`config.mk`:
```
export PLATFORM = sky130hd
export DESIGN_NAME = ocmp_channel
export DESIGN_NICKNAME = d
export VERILOG_FILES = /design/src/rtl/ocmp_pkg.sv /design/src/rtl/ocmp_cmp_reg.sv /design/src/rtl/ocmp_match.sv /design/src/rtl/ocmp_ctrl.sv /design/src/rtl/ocmp_out.sv /design/src/rtl/ocmp_channel.sv
export SDC_FILE = /design/constraint.sdc
export NUM_CORES = 1
export LEC_CHECK = 0
export BUFFER_PORTS_ARGS = -buffer_cell sky130_fd_sc_hd__buf_2
export CAP_MARGIN = 25
export CORE_AREA = 8 8 61 63
export DETAILED_ROUTE_END_ITERATION = 6
export DIE_AREA = 0 0 69 71
export PLACE_DENSITY = 0.7
export SYNTH_ARGS = -nofsm -noshare
export SYNTH_HDL_FRONTEND = slang
export SYNTH_SLANG_ARGS = --single-unit
export TNS_END_PERCENT = 50
```
`constraint.sdc`:
```
create_clock -name clk -period 3.15 [get_ports clk]
set_input_delay 0.315 -clock clk [delete_from_list [all_inputs] [get_ports clk]]
set_output_delay 0.315 -clock clk [all_outputs]
set_load 0.005 [all_outputs]
```
`src/rtl/ocmp_pkg.sv`:
```
package ocmp_pkg;
  localparam int OCMP_CNT_W = 16;

  typedef struct packed {
    logic level;
    logic irq_en;
  } ocmp_ctl_t;
endpackage

```
`src/rtl/ocmp_cmp_reg.sv`:
```
module ocmp_cmp_reg #(
  parameter int CNT_W = 16,
  parameter logic [CNT_W-1:0] RESET_VAL = '1
) (
  input  logic                  clk,
  input  logic                  rst_n,
  input  logic                  wr_hi_i,
  input  logic                  wr_lo_i,
  input  logic [CNT_W/2-1:0]    wr_data_i,
  output logic [CNT_W-1:0]      cmp_o,
  output logic                  armed_o
);
  localparam int BYTE_W = CNT_W / 2;
  localparam int LANES  = 2;

  for (genvar lane = 0; lane < LANES; lane++) begin : g_lane
    logic              we;
    logic [BYTE_W-1:0] lane_q;
    assign we = (lane == LANES - 1) ? wr_hi_i : wr_lo_i;
    always_ff @(posedge clk) begin
      if (!rst_n)  lane_q <= RESET_VAL[lane*BYTE_W +: BYTE_W];
      else if (we) lane_q <= wr_data_i;
    end
    assign cmp_o[lane*BYTE_W +: BYTE_W] = lane_q;
  end

  logic armed_q;
  always_ff @(posedge clk) begin
    if (!rst_n)       armed_q <= 1'b1;
    else if (wr_lo_i) armed_q <= 1'b1;
    else if (wr_hi_i) armed_q <= 1'b0;
  end
  assign armed_o = armed_q;

  AST_HI_DISARMS: assert property (@(posedge clk) disable iff (!rst_n)
    (wr_hi_i && !wr_lo_i) |=> !armed_o);
  AST_LO_REARMS: assert property (@(posedge clk) disable iff (!rst_n)
    wr_lo_i |=> armed_o);
  AST_LO_KEEPS_HI: assert property (@(posedge clk) disable iff (!rst_n)
    (wr_lo_i && !wr_hi_i) |=> $stable(cmp_o[CNT_W-1:BYTE_W]));
endmodule

```
`src/rtl/ocmp_match.sv`:
```
module ocmp_match #(
  parameter int CNT_W = 16
) (
  input  logic [CNT_W-1:0] cnt_i,
  input  logic             tick_i,
  input  logic [CNT_W-1:0] cmp_i,
  input  logic             armed_i,
  output logic             match_o
);
  function automatic logic hit_now(input logic [CNT_W-1:0] cnt,
                                   input logic [CNT_W-1:0] cmp,
                                   input logic armed, input logic tick);
    return tick && armed && (cnt == cmp);
  endfunction

  assign match_o = hit_now(cnt_i, cmp_i, armed_i, tick_i);
endmodule

```
`src/rtl/ocmp_ctrl.sv`:
```
module ocmp_ctrl
  import ocmp_pkg::*;
(
  input  logic      clk,
  input  logic      rst_n,
  input  logic      lvl_wr_i,
  input  logic      lvl_i,
  input  logic      ie_wr_i,
  input  logic      ie_i,
  output ocmp_ctl_t ctl_o
);
  ocmp_ctl_t ctl_q;
  always_ff @(posedge clk) begin
    if (!rst_n) begin
      ctl_q <= '0;
    end else begin
      if (lvl_wr_i) ctl_q.level  <= lvl_i;
      if (ie_wr_i)  ctl_q.irq_en <= ie_i;
    end
  end
  assign ctl_o = ctl_q;
endmodule

```
`src/rtl/ocmp_out.sv`:
```
module ocmp_out (
  input  logic clk,
  input  logic rst_n,
  input  logic match_i,
  input  logic level_i,
  input  logic clr_i,
  input  logic ie_i,
  output logic pin_o,
  output logic flag_o,
  output logic irq_o
);
  logic pin_q, flag_q;

  always_ff @(posedge clk) begin
    if (!rst_n)       pin_q <= 1'b0;
    else if (match_i) pin_q <= level_i;
  end

  always_ff @(posedge clk) begin
    if (!rst_n)       flag_q <= 1'b0;
    else if (match_i) flag_q <= 1'b1;
    else if (clr_i)   flag_q <= 1'b0;
  end

  assign pin_o  = pin_q;
  assign flag_o = flag_q;
  assign irq_o  = flag_q & ie_i;

  AST_PIN_TAKES_LEVEL: assert property (@(posedge clk) disable iff (!rst_n)
    match_i |=> (pin_o == $past(level_i)));
  AST_PIN_HOLDS: assert property (@(posedge clk) disable iff (!rst_n)
    !match_i |=> $stable(pin_o));
  AST_MATCH_SETS_FLAG: assert property (@(posedge clk) disable iff (!rst_n)
    match_i |=> flag_o);
  AST_CLR_CLEARS: assert property (@(posedge clk) disable iff (!rst_n)
    (clr_i && !match_i) |=> !flag_o);
  AST_FLAG_STICKY: assert property (@(posedge clk) disable iff (!rst_n)
    (flag_o && !clr_i) |=> flag_o);
endmodule

```
`src/rtl/ocmp_channel.sv`:
```
module ocmp_channel
  import ocmp_pkg::*;
#(
  parameter int CNT_W = OCMP_CNT_W,
  parameter logic [CNT_W-1:0] CMP_RESET = '1
) (
  input  logic               clk,
  input  logic               rst_n,
  input  logic [CNT_W-1:0]   cnt_i,
  input  logic               cnt_tick_i,
  input  logic               wr_hi_i,
  input  logic               wr_lo_i,
  input  logic [CNT_W/2-1:0] wr_data_i,
  input  logic               lvl_wr_i,
  input  logic               lvl_i,
  input  logic               ie_wr_i,
  input  logic               ie_i,
  input  logic               flag_clr_i,
  output logic [CNT_W-1:0]   cmp_o,
  output logic               pin_o,
  output logic               flag_o,
  output logic               irq_o
);
  logic [CNT_W-1:0] cmp_w;
  logic             armed_w;
  logic             match_w;
  ocmp_ctl_t        ctl_w;

  ocmp_cmp_reg #(.CNT_W(CNT_W), .RESET_VAL(CMP_RESET)) u_cmp (
    .clk(clk), .rst_n(rst_n), .wr_hi_i(wr_hi_i), .wr_lo_i(wr_lo_i),
    .wr_data_i(wr_data_i), .cmp_o(cmp_w), .armed_o(armed_w));

  ocmp_match #(.CNT_W(CNT_W)) u_match (
    .cnt_i(cnt_i), .tick_i(cnt_tick_i), .cmp_i(cmp_w),
    .armed_i(armed_w), .match_o(match_w));

  ocmp_ctrl u_ctrl (
    .clk(clk), .rst_n(rst_n), .lvl_wr_i(lvl_wr_i), .lvl_i(lvl_i),
    .ie_wr_i(ie_wr_i), .ie_i(ie_i), .ctl_o(ctl_w));

  ocmp_out u_out (
    .clk(clk), .rst_n(rst_n), .match_i(match_w), .level_i(ctl_w.level),
    .clr_i(flag_clr_i), .ie_i(ctl_w.irq_en), .pin_o(pin_o),
    .flag_o(flag_o), .irq_o(irq_o));

  assign cmp_o = cmp_w;

  AST_MATCH_ON_TICK_EQUAL: assert property (@(posedge clk) disable iff (!rst_n)
    match_w |-> (cnt_tick_i && (cnt_i == cmp_o)));
  AST_NO_TICK_NO_CHANGE: assert property (@(posedge clk) disable iff (!rst_n)
    !cnt_tick_i |=> ($stable(pin_o) && (flag_o || !$rose(flag_o))));
  AST_IRQ_NEEDS_FLAG: assert property (@(posedge clk) disable iff (!rst_n)
    irq_o |-> flag_o);
endmodule

```
==> results of run 1 <==
-- critical path: stages, from the launching register on --
cell and delay [ps]:
dfxtp_1 350, xor2_1 170, nor4_1 250, nand4_1 180
or4_1 500, a21oi_1 160
-- flip-flops by register name (all words and copies together), names as in the netlist --
| name | flops |
|---|---|
| u_ctrl.ctl_o | 2 |
| u_cmp.g_lane.lane_q | 16 |
| u_cmp.armed_o | 1 |
| u_out.flag_o | 1 |
| u_out.pin_o | 1 |
-- cells by family (layout without fill, tap and decap cells) --
family          after synthesis  after routing  share of synthesized area (%)
simple gates                 28             28                           14.0
mux                          18             18                           19.5
compound gates                4              4                           2.85
flops                        21             21                           45.6
xor+xnor                     16             16                           15.2
buf+inv                       7             59                           2.85
-- final timing paths --
path         slack, ps                       from                   endpoint
min reg2reg        490                u_out.pin_o                u_out.pin_o
max               1480  u_cmp.g_lane[1].lane_q[4]                u_out.pin_o
max reg2reg       1480  u_cmp.g_lane[1].lane_q[4]                u_out.pin_o
min                240               wr_data_i[0]  u_cmp.g_lane[1].lane_q[0]
-- placed cells by master, fill, tap and decap left out, drive strengths merged --
master  instances
nand3           1
and2            1
nand2b          1
xnor2           4
buf            52
inv             3
mux2i          18
o31ai           1
a211o           1
nand2          17
or4             1
nor2            2
xor2           12
clkbuf          4
or3             1
dfxtp          21
nor4            3
nand4           1
a21oi           2
-- metal layers --
metal	wire length, um	vias to the layer above	track usage, %
li1	-	418	-
met1	1030	373	10.2
met2	1230	30	17.2
met3	202	0	3.92
met4	0	0	2.73
met5	0	-	0
-- cell type report --
| class | count | area share [%] |
|---|---|---|
| multi-input combinational | 66 | 38.5 |
| sequential | 21 | 34.0 |
| timing repair buffer | 52 | 21.1 |
| tap | 33 | 3.34 |
| clock buffer | 4 | 2.13 |
| inverter | 3 | 0.912 |
-- through the flow --
step | power (mW) | util, % | area (um^2) | hold WS [ps] | worst slack (ps)
after floorplan | 0.343 | - | 922 | 435 | 1620
after global placement | 0.385 | 42.4 | 1210 | 449 | 1450
after detailed placement | 0.388 | 42.4 | 1210 | 463 | 1390
after CTS | 0.513 | 43.3 | 1230 | 236 | 1450
after global routing | 0.531 | 43.3 | 1230 | 246 | 1390
final | 0.502 | 43.3 | 1230 | 244 | 1480
-- report_power, final --
part / internal (mW) / leakage (nW) / switching [mW]
Sequential: 0.280 / 0.174 / 0.0122
Combinational: 0.0475 / 0.399 / 0.0401
Clock: 0.0492 / 0.0150 / 0.0730
Total: 0.377 / 0.587 / 0.125
==> impl_results.md, run 1 <==
* Status: completed
* Period utilization at 53.1%
* Min-Delay Path Depth at 3
* Tot GR Track Use at under 10%
* Async S/R FF share, synth at 0%
* Critical path type: register to register
* First-pass GRT wire length at between 4000 and 5000 um
* Iteration-0 DRC Markers at 28
* Post-CTS setup buffer count at 0
* Total Die Area at 4900 um^2
* Max-slew violations at 0
* LEAKAGE at 0.587 nW
* Htree depth at 1
* Grt ovf at 0
* Initial Util at 32.3%
* Die height at 71 um
* Largest area contributor in the netlist: dfxtp_1
* Post-synth top flop: dfxtp_1
* Core Footprint at 2850 um^2
* Placed insts at between 150 and 200
* Non-filler cells, final at 179
* Worst EP arrival at 1900 ps
* Wirelength, routed at 2460 um
* Multi-input gate area at between 400 and 500 um^2
* Peak supply drop at 0.218 mV
* Max clock buf depth at 2
* Post-synth top area share at 45.6%
* Share of cells above drive strength 1 at 38.4%
* Largest net degree at the start of global routing at 18
* Cts hold-fix bufs at 0
* Seq cells post-synth at 21
* Clock Latency Late Sink at 290 ps
* Final setup viols at 0
* Register area share after synthesis at 45.6%
* Post_cts resized at 0
* Worst Path Required at around 3400 ps
* Syn nets at between 100 and 150
* Post-DP HPWL at 2040 um
* Fmax at 597 MHz
* Max FO, Critical Path at 3
* Top post-synthesis cells by count: dfxtp_1, mux2i_1, nand2_1
* Ant diodes at 0
* Post-synth cell types at 18
* Count leader, synth: dfxtp_1
* Syn Inst Count at 94
* Ranking of synthesized cells by area: dfxtp_1, mux2i_1, xor2_1, nand2_1, xnor2_1
* Hold Path Class: input pin to register
* Via count at 821
* Ports at between 50 and 60
* Worst Tran Pin Value at roughly 370 ps
* Crit. End Element: register
* PwrDens at between 400 and 500 nW/um^2
* Worst Skew at 3.44 ps
* DRC viols at 0
* Initial antenna violation count at 0
* Syn avg cell area at 9.81 um^2
* Minimum clock period at 1670 ps
* Gpl congestion at 0.810
* RSZ-0062 raised after global routing: no
* Wire per inst at 13.7 um
* Via/cell ratio at 4.59
* First-pass iteration count of the detailed router at 4
* CTS tree: yes
* Final hold violations at 0
* Seq. cell area at 420 um^2
* Post-synth EDFFs at 0
* Vias in the first global route at 887
* Mapped Area at a little over 900 um^2
* Setup_tns at 0 ps
* Die Width at 69 um
* Max_cap viols at 0
* Layout fillers at 297
* Clk sinks at 21
* Relative slew slack at about three quarters
* FF-to-FF path depth at 5
* Clock transition at path regs at 110 ps
* # rows at 20
* Fin nets at 181
* Crit start category: register
* Ys Warns at 0
* Area growth syn-to-layout at 33.9%
* Remaining antenna violation count after routing at 0
* CTS Root Cell: clkbuf_4
* PortBufs at 52
* TritonCTS Buffers at 3
(Power assumes the default switching activity.)
==> run 2, diff against run 1 <==
PLACE_DENSITY = 0.72   (was 0.7)
clock period = 1.4 ns   (was 3.15 ns; I/O delays follow)
==> impl_results.md, run 2 (synthesis results as in run 1) <==
* Tot GR Track Use at 10.2%
* Relative slew slack at a little under 80%
* Final setup viols at 2
* Max FO, Critical Path at 3
* TritonCTS Buffers at 3
* Max-slew violations at 0
* Setup ws final at -284 ps
* Register-to-register setup slack at -280 ps
* Die height at 71 um
* Cts hold-fix bufs at 0
* Worst Tran Pin Value at 323 ps
* Period utilization at 120%
* Total Die Area at 4900 um^2
* Clock Latency Late Sink at 300 ps
* Fin area at 1350 um^2
* Initial antenna violation count at 0
* LEAKAGE at around 0.65 nW
* Share of cells above drive strength 1 at 46.9%
* PortBufs at 52
* Failing checks: setup timing
* Wire per inst at 13.9 um
* Clk sinks at 21
* Most common cell after layout, fill and taps aside: buf_2
* Largest net degree at the start of global routing at 18
* Worst Skew at 10.7 ps
* Clock transition at path regs at 120 ps
* CTS Root Cell: clkbuf_4
* Core Footprint at about 2900 um^2
* Minimum clock period at 1680 ps
* PwrDens at 871 nW/um^2
* Remaining antenna violation count after routing at 0
* Post-DP HPWL at 2200 um
* Max reg flops at 16
* Ports at 53
* Hold Path Class: input pin to register
* Slowest-stage cell, CP: or4_1
* Area growth syn-to-layout at 46.8%
* Wirelength, routed at 2680 um
* Dpl cell area at 1310 um^2
* Grt ovf at 0
* Leading cell types in the layout, fill and taps excluded: buf_2, dfxtp_1, mux2i_1, nand2_1, buf_4
* Via/cell ratio at 4.51
* DRC viols at 0
* Final hold violations at 0
* First-pass iteration count of the detailed router at 4
* Worst EP arrival at 1930 ps
* Gpl congestion at 0.815
* Die Width at 69 um
* Ant diodes at 0
* RSZ-0062 raised after global routing: yes
* Initial Util at between 30% and 40%
* Layout fillers at 299
* First-pass GRT wire length at 4200 um
* Util after Layout at 47.5%
* CTS tree: yes
* Htree depth at 1
* Max_cap viols at 0
* Fin nets at 195
* Iteration-0 DRC Markers at 34
* Max clock buf depth at 2
* Top reg by flops: u_cmp.g_lane.lane_q
* Final worst hold slack at 57.3 ps
* CP cell instances: xor2_1 > nor4_2 > nand4_1 > or4_1 > a21oi_1
* Pre-CTS WS at -250 ps
* Status: finished, violations left
* Slowest cell delay on critical path at about 500 ps
* Vias in the first global route at 976
* # rows at 20
* Fmax at 594 MHz
* Worst Path Required at roughly 1600 ps
* Peak supply drop at 0.540 mV
* Via count at 871
* Critical path type: register to register
* Crit. End Element: register
* Crit start category: register
* Total Power at roughly 1.2 mW
==> run 2: cell count changes in the layout (fill, tap and decap cells not counted), sizes merged <==
cell and delta:
clkinv +1, clkbuf -1, buf +14
==> run 2: layout make-up <==
class | instances | area (um^2) | share of cell area (%)
inverters | 3 | 11.3 | 0.832
multi-input cells | 66 | 485 | 35.9
clock buffers | 3 | 22.5 | 1.66
repair buffers | 66 | 365 | 27.0
well taps | 33 | 41.3 | 3.05
clock inverters | 1 | 5.00 | 0.370
flip-flops and latches | 21 | 423 | 31.2
==> run 2: worst paths after layout <==
path	cells past startpoint	to	startpoint
worst max register to register	5	u_out.pin_o	u_cmp.g_lane[1].lane_q[1]
worst max-delay path	5	u_out.pin_o	u_cmp.g_lane[1].lane_q[1]
worst min-delay path	3	u_cmp.g_lane[1].lane_q[0]	wr_data_i[0]
worst min register to register	1	u_cmp.armed_o	u_cmp.armed_o
==> run 2: stage by stage <==
step / setup TNS, ps / instances
floorplan: -226 / 94
global placement: -274 / 188
detailed placement: -444 / 188
CTS: -475 / 193
global route: -828 / 193
finish: -554 / 193
==> run 2: where the power goes <==
group          total, mW  switching, mW  internal (mW)
combinational      0.240          0.108          0.132
clock              0.286          0.180          0.106
sequential         0.653         0.0224          0.631
==> run 2: worst max-delay path, delay by kind of cell (launching register included) <==
family / cells / cell delay [ps]
and+or+nand+nor: 3 / 980
DFF: 1 / 340
xor gates and xnor gates: 1 / 170
AOI/OAI and AO/OA: 1 / 140
==> run 2: timing repair <==
item                       4_1_cts  5_1_grt
pin swaps                        3        1
buffers inserted                 1        0
hold endpoints to repair         0        0
gates resized for setup          1        3
setup endpoints to repair        2        2
gates cloned                     0        0
==> run 2: per-layer routing <==
layer | part of all wire [%] | track usage (%) | vias to the layer above
met5 | 0 | 0 | -
met4 | 0.56 | 3.64 | 0
li1 | - | - | 450
met1 | 41 | 10.2 | 388
met3 | 7.8 | 4.90 | 2
met2 | 51 | 17.9 | 31
==> run 3, diff against run 2 <==
CTS_BUF_LIST = sky130_fd_sc_hd__clkbuf_4   (was default)
PLACE_DENSITY = 0.66   (was 0.72)
==> impl_results.md, run 3 (synthesis results as in run 1) <==
* Status: finished, violations left
* Failing checks: setup timing
* Top reg by flops: u_cmp.g_lane.lane_q
* Total Die Area at 4900 um^2
* Slowest cell delay on critical path at 480 ps
* CTS Root Cell: clkbuf_4
* Die Width at about 70 um
* Initial Util at 32.3%
* Via count at 882
* Max_cap viols at 0
* Leading cell types in the layout, fill and taps excluded: buf_2, dfxtp_1, mux2i_1, nand2_1, buf_4
* CP top delay family: simple AND/OR/NAND/NOR gates
* Remaining antenna violation count after routing at 0
* Peak supply drop at 0.706 mV
* Slowest-stage cell, CP: or4_1
* Clock transition at path regs at between 100 and 150 ps
* CTS tree: yes
* Worst EP arrival at 1830 ps
* Met1 Use GR at 10.6%
* First-pass iteration count of the detailed router at 4
* Minimum clock period at 1580 ps
* Most common cell after layout, fill and taps aside: buf_2
* Hold Path Class: input pin to register
* Vias in the first global route at 955
* Critical path type: register to register
* Ports at 53
* Total Power at 1.18 mW
* Die height at 71 um
* Core Footprint at 2850 um^2
* First-pass GRT wire length at 4390 um
* Gpl congestion at 0.780
* Relative slew slack at ~81%
* Share of cells above drive strength 1 at 46.3%
* Worst Path Required at 1650 ps
* Fin nets at 195
* LEAKAGE at approximately 0.65 nW
* Crit start category: register
* # rows at 20
* Met2 Usage GRT at 20.1%
* Area growth syn-to-layout at 46.4%
* PwrDens at slightly below 900 nW/um^2
* Htree depth at 1
* Worst Tran Pin Value at 285 ps
* Tot GR Track Use at 10.7%
* CP cell instances: xor2_1 > nor4_1 > nand4_1 > or4_1 > a21oi_1
* Wirelength, routed at 2660 um
* Largest net degree at the start of global routing at 13
* GRT Max-Usage Layer: met2
* PortBufs at 52
* Met3 usage at 2.66%
* Register-to-register setup slack at -180 ps
* Grt ovf at 0
* TritonCTS Buffers at 3
* Crit. End Element: register
* Iteration-0 DRC Markers at 23
* Crit path buf inv count at 0
* Final setup viols at 2
* Period utilization at 113%
* Clk sinks at 21
* DRC viols at 0
* Final hold violations at 0
* Initial antenna violation count at 0
* RSZ-0062 raised after global routing: yes
* Fmax at 632 MHz
* Setup_tns at -350 ps
* Max reg flops at 16
* Ant diodes at 0
* Setup ws final at -183 ps
* Via/cell ratio at 4.57
* Wire per inst at 13.8 um
* Clock Latency Late Sink at 300 ps
* Max clock buf depth at 2
* Worst Skew at 0.910 ps
* Max FO, Critical Path at 3
* Max-slew violations at 0
==> run 3: timing repair <==
action	4_1_cts	5_1_grt
setup buffers	1	0
setup endpoints to repair	2	2
resized for setup	2	1
pin swaps	3	1
hold buffers	0	0
==> run 3: report_power, final <==
part	total [mW]	switching (mW)	internal, mW
sequential	0.653	0.0223	0.631
combinational	0.236	0.104	0.132
clock	0.294	0.187	0.107
total	1.18	0.314	0.869
==> run 3: metal layers <==
metal | wire, um | up-vias | part of all wire, %
met5 | 0 | - | 0
met4 | 64 | 0 | 2.4
met3 | 170 | 6 | 6.4
met2 | 1350 | 33 | 51
met1 | 1070 | 396 | 40
li1 | - | 447 | -
==> run 3: layout make-up <==
cell class                      instances  area (um^2)
Fill cell                             298         1500
Multi-Input combinational cell         66          482
Sequential cell                        21          423
Timing Repair Buffer                   66          365
Tap cell                               33         41.3
Clock buffer                            3         22.5
Inverter                                3         11.3
Clock inverter                          1         5.00
==> run 3: tightest hold or removal path, stage by stage <==
cell and delay [ps]:
buf_2 90, mux2i_1 60, nand2_1 60
==> run 3: metrics by stage <==
| stage | setup slack [ps] | instance area (um^2) | utilization (%) | hold slack, ps | instances |
|---|---|---|---|---|---|
| global route | -282 | 1350 | 47.3 | 38.1 | 193 |
| global placement | -185 | 1310 | 45.8 | 370 | 188 |
| finish | -183 | 1350 | 47.3 | 59.1 | 193 |
| detailed placement | -206 | 1310 | 45.8 | 375 | 188 |
| CTS | -211 | 1340 | 47.1 | 43.4 | 193 |
| floorplan | -131 | 922 | - | 269 | 94 |
==> run 3: worst paths after layout <==
kind                              from                        end  depth (start not counted)
max          u_cmp.g_lane[1].lane_q[1]                u_out.pin_o                          5
min                       wr_data_i[5]  u_cmp.g_lane[0].lane_q[5]                          3
max reg2reg  u_cmp.g_lane[1].lane_q[1]                u_out.pin_o                          5
min reg2reg              u_cmp.armed_o              u_cmp.armed_o                          1
